===== src/rtl/cmd_mailbox_pkg.sv =====
package cmd_mailbox_pkg;
   localparam logic [7:0] ST_PENDING = 8'h00;
   localparam logic [7:0] ST_OK      = 8'h55;
   localparam logic [7:0] ST_FAIL    = 8'hAA;
   localparam logic [7:0] ST_UNSUP   = 8'hFF;

   localparam logic [7:0] OP_BOARD_INFO = 8'd0;
   localparam logic [7:0] OP_READ_ONE   = 8'd5;
   localparam logic [7:0] OP_WRITE_ONE  = 8'd6;

   localparam int NUM_SUBSYS = 6;

   localparam int A_MBX    = 0;
   localparam int A_SUBSYS = 1;
   localparam int A_FLAG   = 2;
   localparam int A_PRM0   = 3;
   localparam int DONE_BIT = 7;

   typedef enum logic [1:0] {PH_IDLE, PH_EXEC, PH_FIN} phase_t;
endpackage


===== src/rtl/mbx_seq.sv =====
module mbx_seq
   import cmd_mailbox_pkg::*;
(
   input  logic clk,
   input  logic rst_n,
   input  logic start,
   output logic busy,
   output logic in_exec,
   output logic in_fin
);
   phase_t ph_q;

   always_ff @(posedge clk or negedge rst_n) begin
      if (!rst_n) ph_q <= PH_IDLE;
      else begin
         unique case (ph_q)
            PH_IDLE: if (start) ph_q <= PH_EXEC;
            PH_EXEC: ph_q <= PH_FIN;
            default: ph_q <= PH_IDLE;
         endcase
      end
   end

   assign busy    = (ph_q != PH_IDLE);
   assign in_exec = (ph_q == PH_EXEC);
   assign in_fin  = (ph_q == PH_FIN);
endmodule


===== src/rtl/mbx_bank.sv =====
module mbx_bank #(
   parameter int DW    = 16,
   parameter int NSUB  = 6,
   parameter int CHANS = 4,
   localparam int SW   = $clog2(NSUB),
   localparam int CW   = $clog2(CHANS),
   localparam int NCELL = NSUB * CHANS
) (
   input  logic          clk,
   input  logic          rst_n,
   input  logic          wr_en,
   input  logic [SW-1:0] sel_sub,
   input  logic [CW-1:0] sel_ch,
   input  logic [DW-1:0] wr_data,
   output logic [DW-1:0] rd_data
);
   logic [DW-1:0] cell_rd [NCELL];

   for (genvar s = 0; s < NSUB; s++) begin : g_sub
      for (genvar c = 0; c < CHANS; c++) begin : g_ch
         logic [DW-1:0] cell_q;
         always_ff @(posedge clk or negedge rst_n) begin
            if (!rst_n) cell_q <= '0;
            else if (wr_en && sel_sub == SW'(s) && sel_ch == CW'(c))
               cell_q <= wr_data;
         end
         assign cell_rd[s*CHANS + c] = cell_q;
      end
   end

   always_comb begin
      rd_data = '0;
      for (int i = 0; i < NCELL; i++)
         if (int'(sel_sub) * CHANS + int'(sel_ch) == i && int'(sel_sub) < NSUB)
            rd_data = cell_rd[i];
   end
endmodule


===== src/rtl/mbx_decode.sv =====
module mbx_decode
   import cmd_mailbox_pkg::*;
#(
   parameter int DW    = 16,
   parameter int CHANS = 4,
   parameter int NGAIN = 4,
   parameter int NSUB  = 6,
   parameter logic [DW-1:0] BOARD_ID = '0
) (
   input  logic [7:0]    op,
   input  logic [DW-1:0] subsys,
   input  logic [DW-1:0] p0,
   input  logic [DW-1:0] p1,
   input  logic [DW-1:0] bank_rd,
   output logic [7:0]    status,
   output logic [2:0]    res_we,
   output logic [DW-1:0] res_p0,
   output logic [DW-1:0] res_p1,
   output logic [DW-1:0] res_p2,
   output logic          bank_we
);
   localparam logic [DW-1:0] NSUB_W  = DW'(NSUB);
   localparam logic [DW-1:0] CHANS_W = DW'(CHANS);
   localparam logic [DW-1:0] NGAIN_W = DW'(NGAIN);

   logic sub_ok, ch_ok, gain_ok;

   assign sub_ok  = subsys < NSUB_W;
   assign ch_ok   = p0 < CHANS_W;
   assign gain_ok = p1 < NGAIN_W;

   always_comb begin
      status  = ST_UNSUP;
      res_we  = 3'b000;
      res_p0  = BOARD_ID;
      res_p1  = CHANS_W;
      res_p2  = bank_rd;
      bank_we = 1'b0;
      unique case (op)
         OP_BOARD_INFO: begin
            status = ST_OK;
            res_we = 3'b011;
         end
         OP_READ_ONE: begin
            if (sub_ok && ch_ok && gain_ok) begin
               status = ST_OK;
               res_we = 3'b100;
            end else status = ST_FAIL;
         end
         OP_WRITE_ONE: begin
            if (sub_ok && ch_ok && p1 == '0) begin
               status  = ST_OK;
               bank_we = 1'b1;
            end else status = ST_FAIL;
         end
         default: status = ST_UNSUP;
      endcase
   end
endmodule


===== src/rtl/cmd_mailbox.sv =====
module cmd_mailbox
   import cmd_mailbox_pkg::*;
#(
   parameter int DW     = 16,
   parameter int NPARAM = 8,
   parameter int CHANS  = 4,
   parameter int NGAIN  = 4,
   parameter logic [DW-1:0] BOARD_ID = 16'h00A7,
   localparam int AW = $clog2(A_PRM0 + NPARAM),
   localparam int SW = $clog2(NUM_SUBSYS),
   localparam int CW = $clog2(CHANS)
) (
   input  logic          clk,
   input  logic          rst_n,
   input  logic          host_wr,
   input  logic [AW-1:0] host_addr,
   input  logic [DW-1:0] host_wdata,
   output logic [DW-1:0] host_rdata,
   output logic          cmd_done
);
   if (DW < 16) begin : g_bad_dw
      $error("cmd_mailbox: DW must be at least 16");
   end
   if (NPARAM < 3) begin : g_bad_np
      $error("cmd_mailbox: NPARAM must be at least 3");
   end
   if (CHANS < 2) begin : g_bad_ch
      $error("cmd_mailbox: CHANS must be at least 2");
   end
   if (NGAIN < 1) begin : g_bad_gn
      $error("cmd_mailbox: NGAIN must be at least 1");
   end

   logic          busy, in_exec, in_fin, start;
   logic [7:0]    op_q, stat_q, hold_q, dec_status;
   logic          flag_q;
   logic [DW-1:0] subsys_q;
   logic [DW-1:0] prm_arr [NPARAM];
   logic [NPARAM*DW-1:0] prm_flat;
   logic [2:0]    res_we;
   logic [DW-1:0] res_p0, res_p1, res_p2, bank_rd;
   logic          bank_we, host_ok;

   assign host_ok = host_wr && !busy;
   assign start   = host_ok && host_addr == AW'(A_MBX);

   mbx_seq u_seq (
      .clk(clk), .rst_n(rst_n), .start(start),
      .busy(busy), .in_exec(in_exec), .in_fin(in_fin)
   );

   mbx_decode #(
      .DW(DW), .CHANS(CHANS), .NGAIN(NGAIN), .NSUB(NUM_SUBSYS), .BOARD_ID(BOARD_ID)
   ) u_dec (
      .op(op_q), .subsys(subsys_q), .p0(prm_arr[0]), .p1(prm_arr[1]),
      .bank_rd(bank_rd), .status(dec_status), .res_we(res_we),
      .res_p0(res_p0), .res_p1(res_p1), .res_p2(res_p2), .bank_we(bank_we)
   );

   mbx_bank #(.DW(DW), .NSUB(NUM_SUBSYS), .CHANS(CHANS)) u_bank (
      .clk(clk), .rst_n(rst_n), .wr_en(in_exec && bank_we),
      .sel_sub(subsys_q[SW-1:0]), .sel_ch(prm_arr[0][CW-1:0]),
      .wr_data(prm_arr[2]), .rd_data(bank_rd)
   );

   // Parameter registers: the first three also take command results.
   for (genvar g = 0; g < NPARAM; g++) begin : g_prm
      logic [DW-1:0] q;
      if (g < 3) begin : g_res
         logic [DW-1:0] rv;
         assign rv = (g == 0) ? res_p0 : (g == 1) ? res_p1 : res_p2;
         always_ff @(posedge clk or negedge rst_n) begin
            if (!rst_n) q <= '0;
            else if (host_ok && host_addr == AW'(A_PRM0 + g)) q <= host_wdata;
            else if (in_exec && res_we[g]) q <= rv;
         end
      end else begin : g_plain
         always_ff @(posedge clk or negedge rst_n) begin
            if (!rst_n) q <= '0;
            else if (host_ok && host_addr == AW'(A_PRM0 + g)) q <= host_wdata;
         end
      end
      assign prm_arr[g] = q;
      assign prm_flat[g*DW +: DW] = q;
   end

   always_ff @(posedge clk or negedge rst_n) begin
      if (!rst_n) subsys_q <= '0;
      else if (host_ok && host_addr == AW'(A_SUBSYS)) subsys_q <= host_wdata;
   end

   always_ff @(posedge clk or negedge rst_n) begin
      if (!rst_n) begin
         op_q   <= '0;
         stat_q <= ST_PENDING;
         hold_q <= ST_PENDING;
      end else if (start) begin
         op_q   <= host_wdata[7:0];
         stat_q <= ST_PENDING;
      end else if (in_exec) begin
         hold_q <= dec_status;
      end else if (in_fin) begin
         stat_q <= hold_q;
      end
   end

   always_ff @(posedge clk or negedge rst_n) begin
      if (!rst_n) flag_q <= 1'b0;
      else if (in_fin) flag_q <= 1'b1;
      else if (start) flag_q <= 1'b0;
      else if (host_wr && host_addr == AW'(A_FLAG) && host_wdata[DONE_BIT])
         flag_q <= 1'b0;
   end

   assign cmd_done = flag_q;

   always_comb begin
      host_rdata = '0;
      if (host_addr == AW'(A_MBX))         host_rdata = DW'({stat_q, op_q});
      else if (host_addr == AW'(A_SUBSYS)) host_rdata = subsys_q;
      else if (host_addr == AW'(A_FLAG))   host_rdata[DONE_BIT] = flag_q;
      else begin
         for (int i = 0; i < NPARAM; i++)
            if (host_addr == AW'(A_PRM0 + i)) host_rdata = prm_arr[i];
      end
   end
endmodule


===== config.mk =====
export PLATFORM = sky130hd
export DESIGN_NAME = cmd_mailbox
export DESIGN_NICKNAME = d
export VERILOG_FILES = /design/src/rtl/cmd_mailbox_pkg.sv /design/src/rtl/mbx_seq.sv /design/src/rtl/mbx_bank.sv /design/src/rtl/mbx_decode.sv /design/src/rtl/cmd_mailbox.sv
export SDC_FILE = /design/constraint.sdc
export NUM_CORES = 1
export LEC_CHECK = 0
export BUFFER_PORTS_ARGS = -buffer_cell sky130_fd_sc_hd__buf_2
export CAP_MARGIN = 20
export CORE_MARGIN = 3
export CORE_UTILIZATION = 51
export DETAILED_ROUTE_END_ITERATION = 6
export GPL_TIMING_DRIVEN = 0
export PLACE_DENSITY = 0.72
export SETUP_SLACK_MARGIN = 0.4
export SLEW_MARGIN = 20
export SYNTH_ARGS = -nofsm -noshare
export SYNTH_HDL_FRONTEND = slang
export SYNTH_SLANG_ARGS = --single-unit

===== constraint.sdc =====
create_clock -name clk -period 3 [get_ports clk]
set_input_delay 0.15 -clock clk [delete_from_list [all_inputs] [get_ports clk]]
set_output_delay 0.15 -clock clk [all_outputs]
set_load 0.01 [all_outputs]

### After elaboration in Yosys (flattened, before gate mapping)

Index checks and enable logic that the tools add are counted.

| cells by class | value |
|---|---|
| add/subtract/negate cells | 1 |
| reductions and logical operators | 90 |
| magnitude comparators | 4 |
| multiplexer cells | 58 |
| equal/unequal tests | 47 |
| bitwise gates (word level) | 1 |

Operators by type and width:

| cell | count |
|---|---|
| 16-bit 2-to-1 mux | 40 |
| 32-bit by 5-bit == test with 1-bit output (second input constant) | 8 |
| 32-bit by 6-bit == test with 1-bit output (second input constant) | 8 |
| 32-bit by 4-bit == test with 1-bit output (second input constant) | 4 |
| 1-bit logical AND | 74 |
| 32-bit by 3-bit == test with 1-bit output (second input constant) | 2 |
| 16-bit by 3-bit < comparator with 1-bit output (second input constant) | 3 |
| 8-bit 2-to-1 mux | 6 |
| 32-bit by 2-bit == test with 1-bit output (second input constant) | 1 |
| 32-bit zero test | 1 |
| 8-bit one-hot mux with 3 select lines | 1 |
| 4-bit by 3-bit == test with 1-bit output (second input constant) | 4 |
| 8-bit by 3-bit == test with 1-bit output (second input constant) | 2 |
| 16-bit zero test | 1 |
| 4-bit == test (second input constant) | 3 |
| 2-bit nonzero test | 5 |
| 4-bit by 2-bit == test with 1-bit output (second input constant) | 2 |
| 8-bit zero test | 1 |
| 7-bit 2-to-1 mux | 1 |
| 5-bit by 2-bit adder with 6-bit output | 1 |
| 2-bit == test (second input constant) | 3 |
| 3-bit by 2-bit == test with 1-bit output (second input constant) | 2 |
| 3-bit == test (second input constant) | 2 |
| 1-bit 2-to-1 mux | 6 |
| other kinds (17) | 20 |

| word-level totals | value |
|---|---|
| logic and storage cells | 239 |
| flip-flop bits (word level) | 555 |
| bits of input ports | 23 |
| output and inout bits | 17 |

### Logic depth before layout (Yosys ltp)

Gate-level depths: netlist of run 1.

| logic depth | value |
|---|---|
| depth after elaboration | 29 |
| gate-level depth with buffers | 11 |
| gate-level depth less buffers | 7 |

### Hierarchy

A second synthesis of run 1 with hierarchy kept.

| unflattened totals | value |
|---|---|
| cells, all modules | 2391 |
| area, all modules | 28113.2 um2 |

Modules (own cells, without submodules):

| module | times used | sequential area each (um2) | area an instance (um2) | cells each |
|---|---|---|---|---|
| mbx_bank | 1 | 9609.2 | 18491.5 | 1499 |
| cmd_mailbox | 1 | 4229.1 | 8908.5 | 800 |
| mbx_decode | 1 | 0.0 | 630.6 | 85 |
| mbx_seq | 1 | 50.0 | 82.6 | 7 |

### Worst setup path after synthesis of run 1

Ideal clock, no wire load.

| timing | value |
|---|---|
| path type | register to register |
| from | reg subsys_q[10] |
| to | reg u_bank.g_sub[5].g_ch[2].cell_q[10] |
| buffers on the path | 3 |
| library setup time | 0.125 ns |
| slack | -0.100 ns |
| clock period less this slack | 3.100 ns |
| stages on the path, launching flop included | 10 |
| required time | 2.875 ns |
| data arrival time | 2.975 ns |
| path through | dfrtp_1 -> or4_4 -> a2111oi_4 -> nand4b_2 -> or4_1 -> buf_2 -> buf_6 -> nor3_4 -> buf_8 -> mux2_4 |

| between the ends | value |
|---|---|
| cells in the longest elaborated chain, start to end | 8 |

RTL lines:

| item | RTL line | source |
|---|---|---|
| start, declared | cmd_mailbox.sv:37 | `logic [DW-1:0] subsys_q;` |
| start signal, assigned | cmd_mailbox.sv:89 | `else if (host_ok && host_addr == AW'(A_SUBSYS)) subsys_q <= host_wdata;` |
| 16-bit by 3-bit < comparator with 1-bit output | mbx_decode.sv:28 | `assign sub_ok = subsys < NSUB_W;` |
| 1-bit logical AND (2 in a row) | mbx_decode.sv:51 | `if (sub_ok && ch_ok && p1 == '0) begin` |
| 1-bit 2-to-1 mux | mbx_decode.sv:51 |  |
| 1-bit 2-to-1 mux | mbx_decode.sv:39 | `unique case (op)` |
| 1-bit logical AND | cmd_mailbox.sv:61 | `.clk(clk), .rst_n(rst_n), .wr_en(in_exec && bank_we),` |
| 1-bit logical AND (2 in a row) | mbx_bank.sv:24 | `else if (wr_en && sel_sub == SW'(s) && sel_ch == CW'(c))` |
| end signal, assigned | mbx_bank.sv:25 | `cell_q <= wr_data;` |
| end, declared | mbx_bank.sv:21 | `logic [DW-1:0] cell_q;` |

Every way passes these cells.
A chain may end at the register's enable or synchronous reset.

### Worst setup path in the final report of run 1

| timing | value |
|---|---|
| from | reg op_q[0] |
| to | reg u_bank.g_sub[4].g_ch[1].cell_q[6] |

| between the ends | value |
|---|---|
| cells in the longest elaborated chain, start to end | 5 |

RTL lines:

| item | RTL line | source |
|---|---|---|
| start, declared | cmd_mailbox.sv:35 | `logic [7:0] op_q, stat_q, hold_q, dec_status;` |
| start signal, assigned | cmd_mailbox.sv:98 | `op_q <= host_wdata[7:0];` |
| 8-bit by 3-bit == test with 1-bit output | mbx_decode.sv:39 |  |
| 1-bit 2-to-1 mux | mbx_decode.sv:39 |  |
| 1-bit logical AND | cmd_mailbox.sv:61 |  |
| 1-bit logical AND (2 in a row) | mbx_bank.sv:24 |  |
| end signal, assigned | mbx_bank.sv:25 |  |
| end, declared | mbx_bank.sv:21 |  |

Every way passes these cells.

==> results_tabular.tex, run 1 <==
\begin{tabular}{lr}
\hline
Metric & Value \\
\hline
\multicolumn{2}{l}{\textbf{Outcome}} \\
Run status & finished, violations left \\
Failing checks & DRC, setup timing \\
\multicolumn{2}{l}{\textbf{Power and ir drop}} \\
Switch share & 33.4\% \\
Sw power & 6740 uW \\
Sequential cell fraction of total power & 41.5\% \\
Worst supply voltage drop on vdd & 0.000508 V \\
Leak & between 0.015 and 0.02 uW \\
Portion of total power attributed to combinational logic & 22.8\% \\
Internal Power & 13,400 uW \\
Power Density & 619 nW/um\^{}2 \\
Clk pwr share & 35.7\% \\
\multicolumn{2}{l}{\textbf{Clocking}} \\
Maximum level of the CTS H-tree & 2 \\
Clock-pin slew reported for the worst setup and hold paths after clock tree synthesis & 0.07 ns \\
CTS Root Cell & sky130\_fd\_sc\_hd\_\_clkbuf\_16 \\
Total clock sinks & roughly 540 \\
Worst-skew pair later-pin latency & 0.63 ns \\
CTS Buf Count & 56 \\
CTS tree & built \\
Clock tree buffer depth & 3 \\
\multicolumn{2}{l}{\textbf{Setup path}} \\
Number of cells on the worst reg-to-reg path & 9 \\
CP Launch Type & flop \\
Endpoint of the lowest-slack register-to-register path & u\_bank.g\_sub[4].g\_ch[1].cell\_q[6] \\
List of cells traversed by the critical path & clkbuf\_2, or4b\_2, or4\_4, buf\_8, buf\_12, buf\_16, nor2\_4, clkbuf\_16, mux2\_4 \\
Launch point of the worst reg-to-reg path & op\_q[0] \\
Worst Path Arrival & 3.82 ns \\
Critical path startpoint & op\_q[0] \\
Largest fanout on the critical path & 8 \\
Setup slack on the worst flop-to-flop path & -0.33 ns \\
Setup CP Type & reg2reg \\
Number of buffers and inverters on the critical path & 5 \\
Stage delay of the slowest cell on the critical path & approximately 0.80 ns \\
Critical-path top delay cell & sky130\_fd\_sc\_hd\_\_or4b\_2 \\
Sort of element at the end of the critical path & flop \\
CP top delay family & simple AND/OR/NAND/NOR gates \\
Stages on the worst setup path & 9 \\
Critical path data required time & 3.50 ns \\
CP Capture Point & u\_bank.g\_sub[4].g\_ch[1].cell\_q[6] \\
\multicolumn{2}{l}{\textbf{Drt}} \\
Number of design rule violations left after detail routing & 5 \\
Detail-routed net length per standard cell & 32.4 um \\
Via total after detailed routing & $\sim$21,000 \\
Detail Route Antenna Nets & 0 \\
Drt total wl & between 90 and 100 mm \\
Length of the first detailed-routing pass in iterations & 7 \\
Vias per std cell & 6.99 \\
Count of routing violations after the opening detailed-route iteration & around 3,300 \\
\multicolumn{2}{l}{\textbf{STA}} \\
Final Max Tran Viols & 0 \\
Minimum clock period & 3.33 ns \\
Slew at the pin closest to its max-slew limit & just over 1 ns \\
Max frequency & approximately 300 MHz \\
Post-route setup TNS & -78.48 ns \\
Setup repair after global routing missed its margin & yes \\
Fin. Hold Viols & 0 \\
Total of endpoints with negative setup slack in the final report & around 400 \\
Final setup margin & -0.326 ns \\
Period utilisation layout & 111\% \\
Max Clock Skew & 0.0259 ns \\
Slew margin rel. & 32.4\% \\
\multicolumn{2}{l}{\textbf{Die}} \\
Die width & 230 um \\
Placeable core region & 49,200 um\^{}2 \\
Vertical die dimension & between 200 and 250 um \\
Die Outline Area & 52,700 um\^{}2 \\
Row count & 81 \\
Effective utilization at floorplan & about 52\% \\
Number of I/O pins & 40 \\
\multicolumn{2}{l}{\textbf{Logic synthesis}} \\
Net count after synthesis & 2,116 \\
Number of warning messages in the yosys log & 0 \\
Cells after Synth & about 2,100 \\
Async S/R FF share, synth & 100\% \\
Share of the yosys chip area belonging to registers & 53.3\% \\
FF+latch count, synth & 543 \\
Post-synth top flop & sky130\_fd\_sc\_hd\_\_dfrtp\_1 \\
Synthesized cell area & between 20,000 and 30,000 um\^{}2 \\
EDFF count, synth & 0 \\
Number of different library cells in the post-synthesis netlist & 75 \\
Post-Syn Area per Cell & 12.2 um\^{}2 \\
\multicolumn{2}{l}{\textbf{Global routing}} \\
GR Overflow Total & 0 \\
Number of global-route vias before repair & 20,800 \\
First-pass GRT wire length & 138 mm \\
Combined global-route utilization of all metal layers & 35.1\% \\
Maximum number of pins on one net before global-route repair & 106 \\
Number of antenna violations at the first check in global routing & 3 \\
\multicolumn{2}{l}{\textbf{Final layout}} \\
Area added between synthesis and finish & 27.7\% \\
Final cell area excluding filler cells & 32,600 um\^{}2 \\
Layout cell share with drive strength beyond 1 & 40.2\% \\
Layout net count & 2,366 \\
Filler-free cell count of the finished design & $\sim$3,100 \\
\multicolumn{2}{l}{\textbf{Placed design}} \\
Dpl hpwl & 60.1 mm \\
Placed cell count & 2,790 \\
Number of I/O port buffers & 24 \\
Routability congestion estimate & 0.956 \\
Placed Area & 26,800 um\^{}2 \\
\multicolumn{2}{l}{\textbf{Flow run}} \\
Max-cap violations & 0 \\
\multicolumn{2}{l}{\textbf{Hold path}} \\
Type of the tightest min-delay check & in2reg \\
\hline
\end{tabular}
cell usage after synthesis, types with 14 or more instances:
cell type / count / area, um^2
sky130_fd_sc_hd__a21oi_1: 79 / 395
sky130_fd_sc_hd__a22o_1: 29 / 254
sky130_fd_sc_hd__a22oi_1: 50 / 375
sky130_fd_sc_hd__a31oi_1: 19 / 119
sky130_fd_sc_hd__buf_1: 20 / 75.1
sky130_fd_sc_hd__buf_4: 15 / 113
sky130_fd_sc_hd__clkbuf_1: 118 / 443
sky130_fd_sc_hd__dfrtp_1: 543 / 13600
sky130_fd_sc_hd__mux2_2: 440 / 4950
sky130_fd_sc_hd__mux2_4: 40 / 601
sky130_fd_sc_hd__mux2i_1: 42 / 420
sky130_fd_sc_hd__nand2_1: 125 / 469
sky130_fd_sc_hd__nand2b_1: 15 / 93.8
sky130_fd_sc_hd__nand3_1: 24 / 120
sky130_fd_sc_hd__nand4_1: 16 / 100
sky130_fd_sc_hd__nor2_1: 119 / 447
sky130_fd_sc_hd__nor2_4: 14 / 158
sky130_fd_sc_hd__nor2b_1: 16 / 100
sky130_fd_sc_hd__nor3_1: 21 / 105
sky130_fd_sc_hd__nor4_1: 14 / 87.6
sky130_fd_sc_hd__o21ai_0: 97 / 485
sky130_fd_sc_hd__o22ai_1: 55 / 344
what timing repair did:
action	in CTS	in global routing
cloned	11	10
setup buffers	83	48
hold endpoints to repair	188	0
pin swaps	32	32
hold buffers	6	0
setup endpoints to repair	426	554
resized for setup	405	245
cells in the final DEF, fill, tap and decap left out, types with 16 or more instances in the layout:
cell and instances:
sky130_fd_sc_hd__clkbuf_8 17, sky130_fd_sc_hd__nor2_4 23, sky130_fd_sc_hd__a22o_1 29, sky130_fd_sc_hd__buf_8 19
sky130_fd_sc_hd__a21oi_1 76, sky130_fd_sc_hd__clkbuf_16 73, sky130_fd_sc_hd__buf_2 29, sky130_fd_sc_hd__mux2_4 286
sky130_fd_sc_hd__clkbuf_1 80, sky130_fd_sc_hd__nand4_1 16, sky130_fd_sc_hd__dfrtp_1 541, sky130_fd_sc_hd__nand3_1 23
sky130_fd_sc_hd__mux2_2 201, sky130_fd_sc_hd__nand2_1 112, sky130_fd_sc_hd__clkbuf_2 23, sky130_fd_sc_hd__o21ai_0 82
sky130_fd_sc_hd__a22oi_1 43, sky130_fd_sc_hd__buf_4 55, sky130_fd_sc_hd__nor2b_1 16, sky130_fd_sc_hd__o22ai_1 55
sky130_fd_sc_hd__mux2i_1 42, sky130_fd_sc_hd__buf_6 67, sky130_fd_sc_hd__nor3_1 19, sky130_fd_sc_hd__a31oi_1 18
sky130_fd_sc_hd__nor2_1 97, sky130_fd_sc_hd__buf_12 32
area by class of cell:
class	count	area [um^2]
timing repair buffer	192	2270
tap	664	831
clock inverter	18	203
fill	3338	16600
buffer	162	1390
inverter	7	26.3
antenna	3	7.51
clock buffer	84	1660
multi-input combinational	1381	12600
sequential	543	13600
tightest hold or removal path: stages:
cell                      delay [ns]
sky130_fd_sc_hd__buf_1          0.23
sky130_fd_sc_hd__nand2_1        0.13
sky130_fd_sc_hd__o31ai_1        0.07
stage by stage:
step	worst slack [ns]	utilization, %	total power, uW	hold slack [ns]
floorplan	-0.0397	-	10200	-0.146
global placement	-9.09	54.0	12000	0.462
finish	-0.326	66.3	20200	0.0132
global route	-0.310	66.2	20500	0.0522
detailed placement	-1.72	54.5	12100	0.0514
CTS	-0.225	63.1	19500	0.00585
registers in the layout, indices dropped and copies added (netlist names):
register,cells
u_seq.ph_q,2
subsys_q,16
hold_q,2
g_prm.q,128
op_q,8
u_bank.g_sub.g_ch.cell_q,384
cmd_done,1
stat_q,2
power by group through the flow:
stage | Clock [uW] | Sequential [uW] | Combinational (uW)
finish | 7210 | 8370 | 4590
global route | 7480 | 8410 | 4660
CTS | 7160 | 8320 | 4060
detailed placement | 0 | 8440 | 3650
global placement | 0 | 8430 | 3560
floorplan | 0 | 8210 | 2040
layer usage:
layer | track usage (%) | up-vias | wire, um
li1 | - | 8237 | -
met1 | 48.1 | 10800 | 37500
met4 | 17.4 | 4 | 6400
met5 | 0 | - | 32
met3 | 10.8 | 485 | 13900
met2 | 50.7 | 1813 | 41200
cells by family after synthesis:
group           after synthesis  share of synthesized area, %
xor+xnor                      1                        0.0343
buf+inv                     169                          2.96
flops                       543                          53.3
compound gates              428                          11.2
simple gates                419                          8.44
mux                         533                          24.1
worst min-delay path by stage:
stage                              start                                  to  slack, ns  cells past startpoint
after global routing       host_wdata[3]                             op_q[3]       0.05                      3
after CTS                   host_addr[1]                             op_q[2]      0.006                      5
after floorplan                    rst_n                            cmd_done      -0.15                      0
after detailed placement           rst_n  u_bank.g_sub[0].g_ch[1].cell_q[12]       0.05                      1
final                     host_wdata[11]                      g_prm[2].q[11]       0.01                      3
after global placement     g_prm[5].q[2]                       g_prm[5].q[2]       0.46                      2
(Power assumes the default switching activity.)
==> inputs of run 2 (changes only) <==
Settings changed: CORE_MARGIN 3 to not set, REMOVE_ABC_BUFFERS set to 1.
==> run 2 against run 1 <==
The run still ends with DRC, setup timing left. Highest routed layer unchanged. Non-clock buffer count down 134. Total power down 2.1%. Clock-buffer cell count down 2. Clock power down 1%.
==> results_tabular.tex, run 2 (same netlist as run 1, synthesis figures left out) <==
\begin{tabular}{lr}
\hline
Metric & Value \\
\hline
\multicolumn{2}{l}{\textbf{Setup path}} \\
Cell type with the highest occurrence count on the critical path & sky130\_fd\_sc\_hd\_\_nand2\_1 \\
Number of buffers and inverters on the critical path & 2 (-3) \\
Critical path startpoint & subsys\_q[0] \\
Setup CP Type & reg2reg \\
Largest fanout on the critical path & 12 (+4) \\
Launch point of the worst reg-to-reg path & subsys\_q[0] \\
List of cells traversed by the critical path & buf\_4, buf\_12, and3b\_2, nand2\_1, nand2\_1, a21oi\_1, nand4\_1, a211oi\_1, o21ai\_0 \\
Worst Path Arrival & 3.80 ns (-0.02 ns) \\
Critical path data required time & 3.48 ns (-0.02 ns) \\
Number of cells on the worst reg-to-reg path & 9 (unchanged) \\
Endpoint of the lowest-slack register-to-register path & g\_prm[2].q[5] \\
Setup slack on the worst flop-to-flop path & -0.32 ns (about the same) \\
Critical-path top delay cell & sky130\_fd\_sc\_hd\_\_a211oi\_1 \\
CP top delay family & simple AND/OR/NAND/NOR gates \\
CP Launch Type & flop \\
Stage delay of the slowest cell on the critical path & 0.66 ns (-0.14 ns) \\
Sort of element at the end of the critical path & flop \\
\multicolumn{2}{l}{\textbf{Clocking}} \\
Clock tree buffer depth & 3 (unchanged) \\
CTS Buf Count & 55 (-1.8\%) \\
Worst-skew pair later-pin latency & 0.65 ns (+0.02 ns) \\
Total clock sinks & 543 (unchanged) \\
CTS tree & built \\
Maximum level of the CTS H-tree & 2 (unchanged) \\
CTS Root Cell & sky130\_fd\_sc\_hd\_\_clkbuf\_16 \\
Clock-pin slew reported for the worst setup and hold paths after clock tree synthesis & 0.06 ns (about the same) \\
\multicolumn{2}{l}{\textbf{Die}} \\
Vertical die dimension & 226 um (-1.7\%) \\
Number of I/O pins & 40 (unchanged) \\
Placeable core region & 49,200 um\^{}2 (unchanged) \\
Die Outline Area & 50,900 um\^{}2 (-3.5\%) \\
Die width & 226 um (-1.7\%) \\
Effective utilization at floorplan & 51.9\% (unchanged) \\
Row count & 81 (unchanged) \\
\multicolumn{2}{l}{\textbf{Final layout}} \\
Number of antenna diodes & 0 (-3) \\
Register bank with the most flops & u\_bank.g\_sub.g\_ch.cell\_q \\
Commonest non-fill, non-tap cells in the layout & 522 x sky130\_fd\_sc\_hd\_\_dfrtp\_1, 312 x sky130\_fd\_sc\_hd\_\_mux2\_4, 175 x sky130\_fd\_sc\_hd\_\_mux2\_2 \\
Number of flip-flops under the largest register name & 384 (unchanged) \\
Filler cells & 3,328 (-0.30\%) \\
Layout net count & 2,237 (-5.5\%) \\
Final cell area excluding filler cells & 31,900 um\^{}2 (-1.9\%) \\
Storage cell area & 13,600 um\^{}2 (+0.38\%) \\
Area occupied by multi-input gates & 12,900 um\^{}2 (+2.5\%) \\
Largest registers & u\_bank.g\_sub.g\_ch.cell\_q (384), g\_prm.q (128), subsys\_q (16) \\
Area added between synthesis and finish & 25.2\% \\
Most common cell after layout, fill and taps aside & sky130\_fd\_sc\_hd\_\_dfrtp\_1 \\
Layout cell share with drive strength beyond 1 & 41.5\% (+1.3 points) \\
\multicolumn{2}{l}{\textbf{Drt}} \\
Vias per std cell & 6.76 (-3.4\%) \\
Count of routing violations after the opening detailed-route iteration & 2,376 (-28\%) \\
Detail Route Antenna Nets & 0 (unchanged) \\
Length of the first detailed-routing pass in iterations & 7 (unchanged) \\
Detail-routed net length per standard cell & 29.0 um (-10\%) \\
Number of design rule violations left after detail routing & 19 (+14) \\
Via total after detailed routing & 19,800 (-7.5\%) \\
Drt total wl & 84.8 mm (-14\%) \\
\multicolumn{2}{l}{\textbf{STA}} \\
Max Clock Skew & 0.0317 ns (+0.00580 ns) \\
Post-route setup TNS & -16.65 ns (+61.83 ns) \\
Final Max Tran Viols & 0 (unchanged) \\
Period utilisation layout & 111\% (-0.30 points) \\
Total of endpoints with negative setup slack in the final report & 298 (-24\%) \\
Slew margin rel. & 29.7\% (-2.7 points) \\
Slew at the pin closest to its max-slew limit & 1.05 ns (+0.0383 ns) \\
Minimum clock period & 3.32 ns (-0.00895 ns) \\
Fin. Hold Viols & 0 (unchanged) \\
Setup repair after global routing missed its margin & yes \\
Final setup margin & -0.317 ns (+0.00895 ns) \\
Max frequency & 301 MHz (+0.27\%) \\
\multicolumn{2}{l}{\textbf{Placed design}} \\
Routability congestion estimate & 0.872 (-8.9\%) \\
Dpl hpwl & 45.4 mm (-24\%) \\
Placed Area & 26,200 um\^{}2 (-2.2\%) \\
Number of I/O port buffers & 39 (+63\%) \\
\multicolumn{2}{l}{\textbf{Hold path}} \\
Worst Hold Path EP & cmd\_done \\
Type of the tightest min-delay check & in2reg \\
Min-Delay Path Depth & 5 (+2) \\
Hold wc startpoint & host\_addr[2] \\
\multicolumn{2}{l}{\textbf{Global routing}} \\
Number of antenna violations at the first check in global routing & 1 (-2) \\
Maximum number of pins on one net before global-route repair & 104 (-1.9\%) \\
Combined global-route utilization of all metal layers & 32.1\% (-2.9 points) \\
First-pass GRT wire length & 124 mm (-10\%) \\
GR Overflow Total & 0 (unchanged) \\
Number of global-route vias before repair & 19,800 (-4.7\%) \\
\multicolumn{2}{l}{\textbf{Flow run}} \\
Max-cap violations & 0 (unchanged) \\
\multicolumn{2}{l}{\textbf{Power and ir drop}} \\
Power Density & 618 nW/um\^{}2 (-0.16\%) \\
Worst supply voltage drop on vdd & 0.000446 V (-12\%) \\
Leak & 0.0147 uW (-2.7\%) \\
Power Total & 19,800 uW (-2.1\%) \\
\multicolumn{2}{l}{\textbf{Outcome}} \\
Run status & finished, violations left \\
Failing checks & DRC, setup timing \\
\hline
\end{tabular}
==> run 2: area by class of cell <==
cell class	count	area share, %
tap	664	2.60
multi-input combinational	1387	40.4
clock inverter	20	0.623
clock buffer	82	5.22
sequential	543	42.7
timing repair buffer	220	8.32
inverter	7	0.102
==> run 2: worst max path at each step <==
stage                                          to  cells past startpoint
2_1_floorplan                       g_prm[2].q[7]                      7
3_3_place_gp   u_bank.g_sub[5].g_ch[0].cell_q[10]                      1
3_5_place_dp                       g_prm[2].q[15]                      8
4_1_cts         u_bank.g_sub[3].g_ch[1].cell_q[7]                      9
5_1_grt                             g_prm[2].q[5]                      9
6_report                            g_prm[2].q[5]                      9
==> run 2: report_power, final <==
group / total (uW) / switching [uW] / internal [uW]
Clock: 7120 / 3020 / 4100
Combinational: 3790 / 2340 / 1450
Sequential: 8840 / 1010 / 7830
==> run 2: worst register-to-register path, stage by stage (launching register included) <==
cell and delay, ns:
sky130_fd_sc_hd__dfrtp_4 0.51, sky130_fd_sc_hd__buf_4 0.18, sky130_fd_sc_hd__buf_12 0.14, sky130_fd_sc_hd__and3b_2 0.32, sky130_fd_sc_hd__nand2_1 0.46, sky130_fd_sc_hd__nand2_1 0.14
sky130_fd_sc_hd__a21oi_1 0.21, sky130_fd_sc_hd__nand4_1 0.36, sky130_fd_sc_hd__a211oi_1 0.66, sky130_fd_sc_hd__o21ai_0 0.19
==> run 2: metal layers <==
layer / track usage [%] / vias up / share of wire (%)
li1: - / 7955 / -
met1: 42.8 / 10100 / 38
met2: 49.1 / 1286 / 45
met3: 7.90 / 376 / 11
met4: 16.1 / 2 / 6.3
met5: 0 / - / 0.014
==> run 2: timing repair <==
action	4_1_cts	5_1_grt
endpoints found under the setup margin	427	410
resized for setup	347	132
buffers inserted	121	12
hold endpoints to repair	223	0
hold buffers	18	0
pin swaps	46	19
cloned	10	9
==> run 2: through the flow <==
stage	hold slack (ns)	std cells	setup WS (ns)	util, %
after floorplan	-0.146	1931	-1.77	-
after global placement	0.458	2634	-8.95	52.5
final	0.142	2923	-0.317	65.0
after CTS	0.0859	2902	-0.0878	63.4
after global routing	0.211	2923	-0.243	65.0
after detailed placement	0.215	2651	-1.13	53.3
